## src/rtl/pct_pkg.sv

```systemverilog
`timescale 1ns/1ps
package pct_pkg;
  localparam int CMD_W = 3;

  typedef enum logic [CMD_W-1:0] {
    CMD_NOP = 3'd0,
    CMD_ACT = 3'd1,
    CMD_RD  = 3'd2,
    CMD_WR  = 3'd3,
    CMD_PRE = 3'd4,
    CMD_REF = 3'd5
  } pct_cmd_e;

  // Column-access commands are the only ones whose address is rewritten.
  function automatic logic is_col_cmd(input logic [CMD_W-1:0] c);
    return (c == CMD_RD) || (c == CMD_WR);
  endfunction
endpackage

```

## src/rtl/pct_cmd_filter.sv

```systemverilog
`timescale 1ns/1ps
module pct_cmd_filter (
  input  logic [pct_pkg::CMD_W-1:0] cmd_i,
  output logic                      col_cmd_o
);
  assign col_cmd_o = pct_pkg::is_col_cmd(cmd_i);
endmodule

```

## src/rtl/pct_mask_gen.sv

```systemverilog
`timescale 1ns/1ps
module pct_mask_gen #(
  parameter int          ID_W    = 3,
  parameter int unsigned CHIP_ID = 0
) (
  input  logic            en_i,
  input  logic [ID_W-1:0] pat_i,
  output logic [ID_W-1:0] mask_o
);
  localparam logic [ID_W-1:0] ID_BITS = CHIP_ID[ID_W-1:0];

  // One AND per identifier bit, gated by the command class.
  for (genvar b = 0; b < ID_W; b++) begin : g_bit
    assign mask_o[b] = en_i & pat_i[b] & ID_BITS[b];
  end
endmodule

```

## src/rtl/pct_col_rewrite.sv

```systemverilog
`timescale 1ns/1ps
module pct_col_rewrite #(
  parameter int COL_W = 10,
  parameter int ID_W  = 3
) (
  input  logic [COL_W-1:0] col_i,
  input  logic [ID_W-1:0]  mask_i,
  output logic [COL_W-1:0] col_o
);
  localparam int HI_W = COL_W - ID_W;

  assign col_o = {col_i[COL_W-1 -: HI_W], col_i[ID_W-1:0] ^ mask_i};
endmodule

```

## src/rtl/pct_col_xlate.sv

```systemverilog
`timescale 1ns/1ps
module pct_col_xlate #(
  parameter int          COL_W   = 10,
  parameter int          ID_W    = 3,
  parameter int unsigned CHIP_ID = 0
) (
  input  logic                      clk,
  input  logic                      rst_n,
  input  logic [pct_pkg::CMD_W-1:0] cmd_i,
  input  logic [COL_W-1:0]          col_i,
  input  logic [ID_W-1:0]           pat_i,
  output logic [pct_pkg::CMD_W-1:0] cmd_o,
  output logic [COL_W-1:0]          col_o,
  output logic                      xlated_o
);
  // Named internal events, visible to the bound checker.
  logic                      col_cmd;
  logic [ID_W-1:0]           flip_mask;
  logic [COL_W-1:0]          col_next;
  logic                      rewrite_hit;

  logic [pct_pkg::CMD_W-1:0] cmd_q;
  logic [COL_W-1:0]          col_q;
  logic                      xl_q;

  pct_cmd_filter i_cmd_filter (
    .cmd_i     (cmd_i),
    .col_cmd_o (col_cmd)
  );

  pct_mask_gen #(.ID_W(ID_W), .CHIP_ID(CHIP_ID)) i_mask_gen (
    .en_i   (col_cmd),
    .pat_i  (pat_i),
    .mask_o (flip_mask)
  );

  pct_col_rewrite #(.COL_W(COL_W), .ID_W(ID_W)) i_col_rewrite (
    .col_i  (col_i),
    .mask_i (flip_mask),
    .col_o  (col_next)
  );

  assign rewrite_hit = |flip_mask;

  always_ff @(posedge clk or negedge rst_n) begin
    if (!rst_n) begin
      cmd_q <= pct_pkg::CMD_NOP;
      col_q <= '0;
      xl_q  <= 1'b0;
    end else begin
      cmd_q <= cmd_i;
      col_q <= col_next;
      xl_q  <= rewrite_hit;
    end
  end

  assign cmd_o    = cmd_q;
  assign col_o    = col_q;
  assign xlated_o = xl_q;
endmodule

```

## config.mk

```make
export PLATFORM = sky130hd
export DESIGN_NAME = pct_col_xlate
export DESIGN_NICKNAME = d
export VERILOG_FILES = /design/src/rtl/pct_pkg.sv /design/src/rtl/pct_cmd_filter.sv /design/src/rtl/pct_mask_gen.sv /design/src/rtl/pct_col_rewrite.sv /design/src/rtl/pct_col_xlate.sv
export SDC_FILE = /design/constraint.sdc
export NUM_CORES = 1
export LEC_CHECK = 0
export BUFFER_PORTS_ARGS = -buffer_cell sky130_fd_sc_hd__buf_2
export CAP_MARGIN = 0
export CELL_PAD_IN_SITES_DETAIL_PLACEMENT = 0
export CELL_PAD_IN_SITES_GLOBAL_PLACEMENT = 2
export CORE_MARGIN = 8
export CORE_UTILIZATION = 20
export CTS_CLUSTER_SIZE = 16
export DETAILED_ROUTE_END_ITERATION = 7
export GPL_ROUTABILITY_DRIVEN = 0
export HOLD_SLACK_MARGIN = 0.08
export PLACE_DENSITY_LB_ADDON = 0.05
export SLEW_MARGIN = 20
export SYNTH_ARGS = -nofsm -noshare
export SYNTH_HDL_FRONTEND = slang
export SYNTH_SLANG_ARGS = --single-unit
export TNS_END_PERCENT = 1
```

## constraint.sdc

```tcl
create_clock -name clk -period 0.8 [get_ports clk]
set_input_delay 0.04 -clock clk [delete_from_list [all_inputs] [get_ports clk]]
set_output_delay 0.04 -clock clk [all_outputs]
set_load 0.005 [all_outputs]
```

==> results.tsv, run 1 <==
stage	metric	value	unit
route	via_per_inst	3.79	
worst_setup_path	endpoint_kind	output port	
clocking	cts_inserted_buffers	3	
floorplanning	start_util	0.204	
power	p_sw	246	µW
route	routedWlPerCell	11.4	µm
route	dr.pass1.iters	1	
route	dr_total_vias	288	
timing	period_share	0.991	
timing	report.final.hold_viol_count	0	
finish	n_antenna_cell	0	
worst_hold_path	hold_path_class	in -> async	
logic_synthesis	synth_area	337	µm²
power	ir_drop	840	µV
timing	rsz0062_at_grt	yes	
route	drc_errors	0	
worst_setup_path	path_max_fanout	1	
power	swShare	0.202	
floorplanning	rows	15	
worst_setup_path	critPathLaunchType	flop	
power	clockPowerShare	0.317	
clocking	clk_pin_slew_worst_paths	0.07	ns
floorplanning	core	0.00165	mm²
power	intPower	972	µW
finish	syn_to_final_growth	93.7	%
logic_synthesis	syn_area_per_cell	22.4	µm²
finish	fin_util	0.395	
timing	fmax	1.26	GHz
power	seq_power_share	0.571	
worst_setup_path	worst-path-buf-inv	1	
timing	period_needed	0.793	ns
floorplanning	dieArea	0.00325	mm²
grt	grt_first_pass_wirelength	1470	µm
timing	setup_viol	0	
logic_synthesis	synth_cell_types	3	
grt	grt_pass1_vias	363	
logic_synthesis	yosys_register_bits	13	
flow_run	drv_cap	0	
finish	drive_above_1_share	0.508	
clocking	clock-sinks	13	
worst_setup_path	slowest_stage	dfrtp_1	
place	portBuffers	27	
floorplanning	ios	32	
worst_setup_path	cp_data_required_time	0.76	ns
logic_synthesis	synth_nets	33	
logic_synthesis	synth_warnings	0	
grt	grt_remaining_overflow	0	
run_status	status	finished clean	
worst_setup_path	crit_chain	buf_2	
power	finalPower	1220	µW
route	drt-initial-drc-count	0	
floorplanning	chipHeight	57.0	µm
timing	slew_viol_final	0	
route	final_antenna_net_count	0	
clocking	cts_tree	yes	
worst_setup_path	cp.arrival	0.75	ns
finish	nFillCells	161	
clocking	htree_levels	1	
power	p_leak	0.000334	µW
worst_setup_path	critPathMaxStageDelay	0.36	ns
logic_synthesis	ys_seq_area_frac	0.967	
worst_setup_path	cp_top_family	flip-flops	
route	routed_wl	864	µm
clocking	clock_path_buffers	2	
worst_setup_path	critical_path_class	reg -> out	
finish	nNetsFinal	78	
logic_synthesis	syn-instance-count	15	
power	power.density	1870	mW/mm²
grt	antenna_found_initial	0	
floorplanning	die_w	57.0	µm
grt	grt_usage	0.0577	
power	power_frac_comb	0.112	
clocking	clockRootBuffer	clkbuf_4	
grt	grt_max_degree	14	
-- synthesized netlist by cell type --
library cell	count	area share
dfrtp_1	13	0.97
buf_4	1	0.022
conb_1	1	0.011
-- flip-flops by register name (all words and copies together) (netlist names) --
register / flops
col_o: 10
cmd_o: 3
-- per-layer routing --
| layer | share of wire | GRT usage | up-vias |
|---|---|---|---|
| met1 | 0.32 | 0.0457 | 137 |
| met2 | 0.54 | 0.0977 | 20 |
| met5 | 0 | 0 | - |
| met4 | 0 | 0.0302 | 0 |
| li1 | - | - | 131 |
| met3 | 0.14 | 0.0466 | 0 |
-- repair_timing --
| action | CTS | global route |
|---|---|---|
| gates resized for setup | 0 | 0 |
| endpoints found under the setup margin | 11 | 13 |
| endpoints found under the hold margin | 26 | 0 |
| buffers inserted | 0 | 0 |
| hold buffers | 14 | 0 |
-- how the worst max path moves through the flow --
stage	depth (start not counted)	endpoint	from
global route	1	cmd_o[2]	cmd_o[2]
detailed placement	1	col_o[7]	col_o[7]
finish	1	cmd_o[0]	cmd_o[0]
floorplan	0	cmd_o[0]	cmd_o[0]
global placement	1	col_o[8]	col_o[8]
CTS	1	cmd_o[0]	cmd_o[0]
-- logic make-up after synthesis --
kind of cell	after synthesis	synth area share
buffers and inverters	1	0.0223
flip-flops	13	0.967
other	1	0.0111
-- cell usage in the layout (no fill, tap or decap) --
master         count
buf_2             27
dlygate4sd3_1     14
dfrtp_1           13
conb_1             1
clkbuf_1           1
clkbuf_4           3
-- area by class of cell --
| class | instances | area [µm²] | share of cell area |
|---|---|---|---|
| flip-flops and latches | 13 | 325 | 0.499 |
| repair buffers | 41 | 275 | 0.422 |
| well taps | 17 | 21.3 | 0.0326 |
| clock buffers | 4 | 26.3 | 0.0403 |
| multi-input cells | 1 | 3.75 | 0.00576 |
-- power groups by stage --
stage               registers (µW)  clock network, µW  logic (µW)
floorplan                      717                  0        4.56
global route                   700                444         151
finish                         696                385         136
CTS                            696                414         141
global placement               709                  0        85.5
detailed placement             709                  0        87.7
-- per-stage QoR --
step | TNS, ns | cell area, µm² | setup WS (ns) | hold WS, ns | std cells
2_1_floorplan | 0 | 337 | 0.411 | -0.256 | 15
3_3_place_gp | 0 | 485 | 0.301 | -0.0688 | 58
3_5_place_dp | 0 | 485 | 0.295 | -0.0651 | 58
4_1_cts | -0.0865 | 652 | -0.0168 | 0.178 | 76
5_1_grt | -0.372 | 652 | -0.0371 | 0.207 | 76
6_report | 0 | 652 | 0.00734 | 0.175 | 76
(Power assumes the default switching activity.)
==> run 2, diff against run 1 <==
--- a/config.mk
+++ b/config.mk
@@ -5,17 +5,17 @@
 export SDC_FILE = /design/constraint.sdc
 export NUM_CORES = 1
 export LEC_CHECK = 0
-export BUFFER_PORTS_ARGS = -buffer_cell sky130_fd_sc_hd__buf_2
 export CAP_MARGIN = 0
 export CELL_PAD_IN_SITES_DETAIL_PLACEMENT = 0
 export CELL_PAD_IN_SITES_GLOBAL_PLACEMENT = 2
-export CORE_MARGIN = 8
-export CORE_UTILIZATION = 20
+export CORE_AREA = 8 8 45 47
 export CTS_CLUSTER_SIZE = 16
 export DETAILED_ROUTE_END_ITERATION = 7
+export DIE_AREA = 0 0 53 55
+export DONT_BUFFER_PORTS = 1
 export GPL_ROUTABILITY_DRIVEN = 0
 export HOLD_SLACK_MARGIN = 0.08
-export PLACE_DENSITY_LB_ADDON = 0.05
+export PLACE_DENSITY = 0.55
 export SLEW_MARGIN = 20
 export SYNTH_ARGS = -nofsm -noshare
 export SYNTH_HDL_FRONTEND = slang
==> run 2 against run 1 <==
Critical endpoint is now col_o[8]. Die area decreased by 10%. Total power decreased by 5.4%. Wire length is 9.5% lower. Largest power group unchanged.
==> results.tsv, run 2 (same netlist as run 1, synthesis figures left out) <==
stage	metric	value	unit
finish	layout_common_cells	dlygate4sd3_1, dfrtp_1, clkbuf_4	
grt	grt_first_pass_wirelength	1140	µm
floorplanning	dieArea	0.00292	mm²
power	intPower	928	µW
clocking	htree_levels	1	
power	swShare	0.194	
clocking	ctsResizeCount	0	
clocking	clockRootBuffer	clkbuf_4	
route	drc_errors	0	
clocking	cts_setup_buffers	0	
timing	worstMarginPinSlew	0.551	ns
floorplanning	chipHeight	55	µm
timing	rsz0062_at_grt	no	
clocking	clock-sinks	13	
power	power_frac_comb	0.058	
finish	layout_commonest_cell	dlygate4sd3_1	
floorplanning	die_w	53	µm
finish	fin_util	0.373	
route	drt-initial-drc-count	1	
grt	grt_max_degree	14	
route	dr_total_vias	178	
route	routed_wl	782	µm
timing	slew_viol_final	0	
worst_setup_path	path_max_fanout	1	
grt	grt_pass1_vias	240	
clocking	cts_tree	yes	
finish	largest_register_ffs	10	
power	p_sw	224	µW
finish	drive_above_1_share	0.0938	
timing	setup_viol	0	
finish	nFillCells	137	
clocking	clk_pin_slew_worst_paths	0.07	ns
power	p_leak	0.000228	µW
grt	grt_remaining_overflow	0	
floorplanning	rows	14	
run_status	status	finished clean	
worst_hold_path	hold_path_class	in -> async	
floorplanning	ios	32	
finish	n_antenna_cell	0	
timing	slew_headroom	0.632	
power	finalPower	1150	µW
floorplanning	start_util	0.243	
grt	grt_usage	0.0614	
power	power.density	2230	mW/mm²
worst_setup_path	endpoint_kind	output port	
power	ir_drop	705	µV
timing	report.final.hold_viol_count	0	
flow_run	drv_cap	0	
floorplanning	core	0.00138	mm²
worst_setup_path	critical_path_class	reg -> out	
route	via_per_inst	3.71	
route	routedWlPerCell	16.3	µm
grt	antenna_found_initial	0	
timing	fmax	1.43	GHz
power	clockPowerShare	0.326	
place	portBuffers	0	
route	dr.pass1.iters	2	
worst_setup_path	cp.arrival	0.66	ns
timing	period_needed	0.699	ns
route	final_antenna_net_count	0	
finish	nNetsFinal	51	
finish	multi_input_area	3.75	µm²
clocking	cts_inserted_buffers	3	
power	seq_power_share	0.617	
finish	syn_to_final_growth	53.2	%
timing	period_share	0.873	
worst_setup_path	cp_data_required_time	0.76	ns
worst_setup_path	critPathLaunchType	flop	
clocking	clock_path_buffers	2	
finish	final-seq-area	325	µm²
timing	fin_setup_tns	0	ns
==> run 2: cell count changes in the layout (fill, tap and decap cells not counted) <==
cell	change
buf_2	-27
==> run 2: metrics by stage <==
stage,cells,hold slack [ns],area [µm²],setup slack [ns]
finish,48,0.200,515,0.101
global route,48,0.230,515,0.0565
CTS,48,0.211,515,0.0795
detailed placement,30,-0.255,349,0.383
global placement,30,-0.255,349,0.385
floorplan,15,-0.256,337,0.411
==> run 2: power groups by stage <==
stage / Combinational (µW) / Sequential, µW / Clock (µW)
2_1_floorplan: 4.56 / 717 / 0
3_3_place_gp: 1.01 / 725 / 0
3_5_place_dp: 1.01 / 725 / 0
4_1_cts: 67.9 / 712 / 398
5_1_grt: 73.2 / 714 / 439
6_report: 66.2 / 710 / 375
==> run 2: area by class of cell <==
class / count / area share
multi-input combinational: 1 / 0.00728
timing repair buffer: 14 / 0.272
tap: 16 / 0.0388
sequential: 13 / 0.631
clock buffer: 4 / 0.0510
==> run 2: path summary, 6_finish.rpt <==
path	from	to	slack (ns)	cells past startpoint
worst max-delay path	col_o[8]	col_o[8]	0.10	0
min in group clk	cmd_i[1]	cmd_o[1]	0.32	1
worst min-delay path	rst_n	col_o[1]	0.20	1
max in group asynchronous	rst_n	col_o[6]	0.24	1
==> run 2: what timing repair did <==
item | 4_1_cts | 5_1_grt
endpoints found under the hold margin | 26 | 0
endpoints found under the setup margin | 0 | 0
hold buffers | 14 | 0
==> run 2: metal layers <==
metal  wire length (µm)  global-route usage  vias up
met1                213              0.0362       89
met4                  0              0.0517        0
li1                   -                   -       75
met2                456              0.0996       14
met3                112              0.0668        0
met5                  0                   0        -
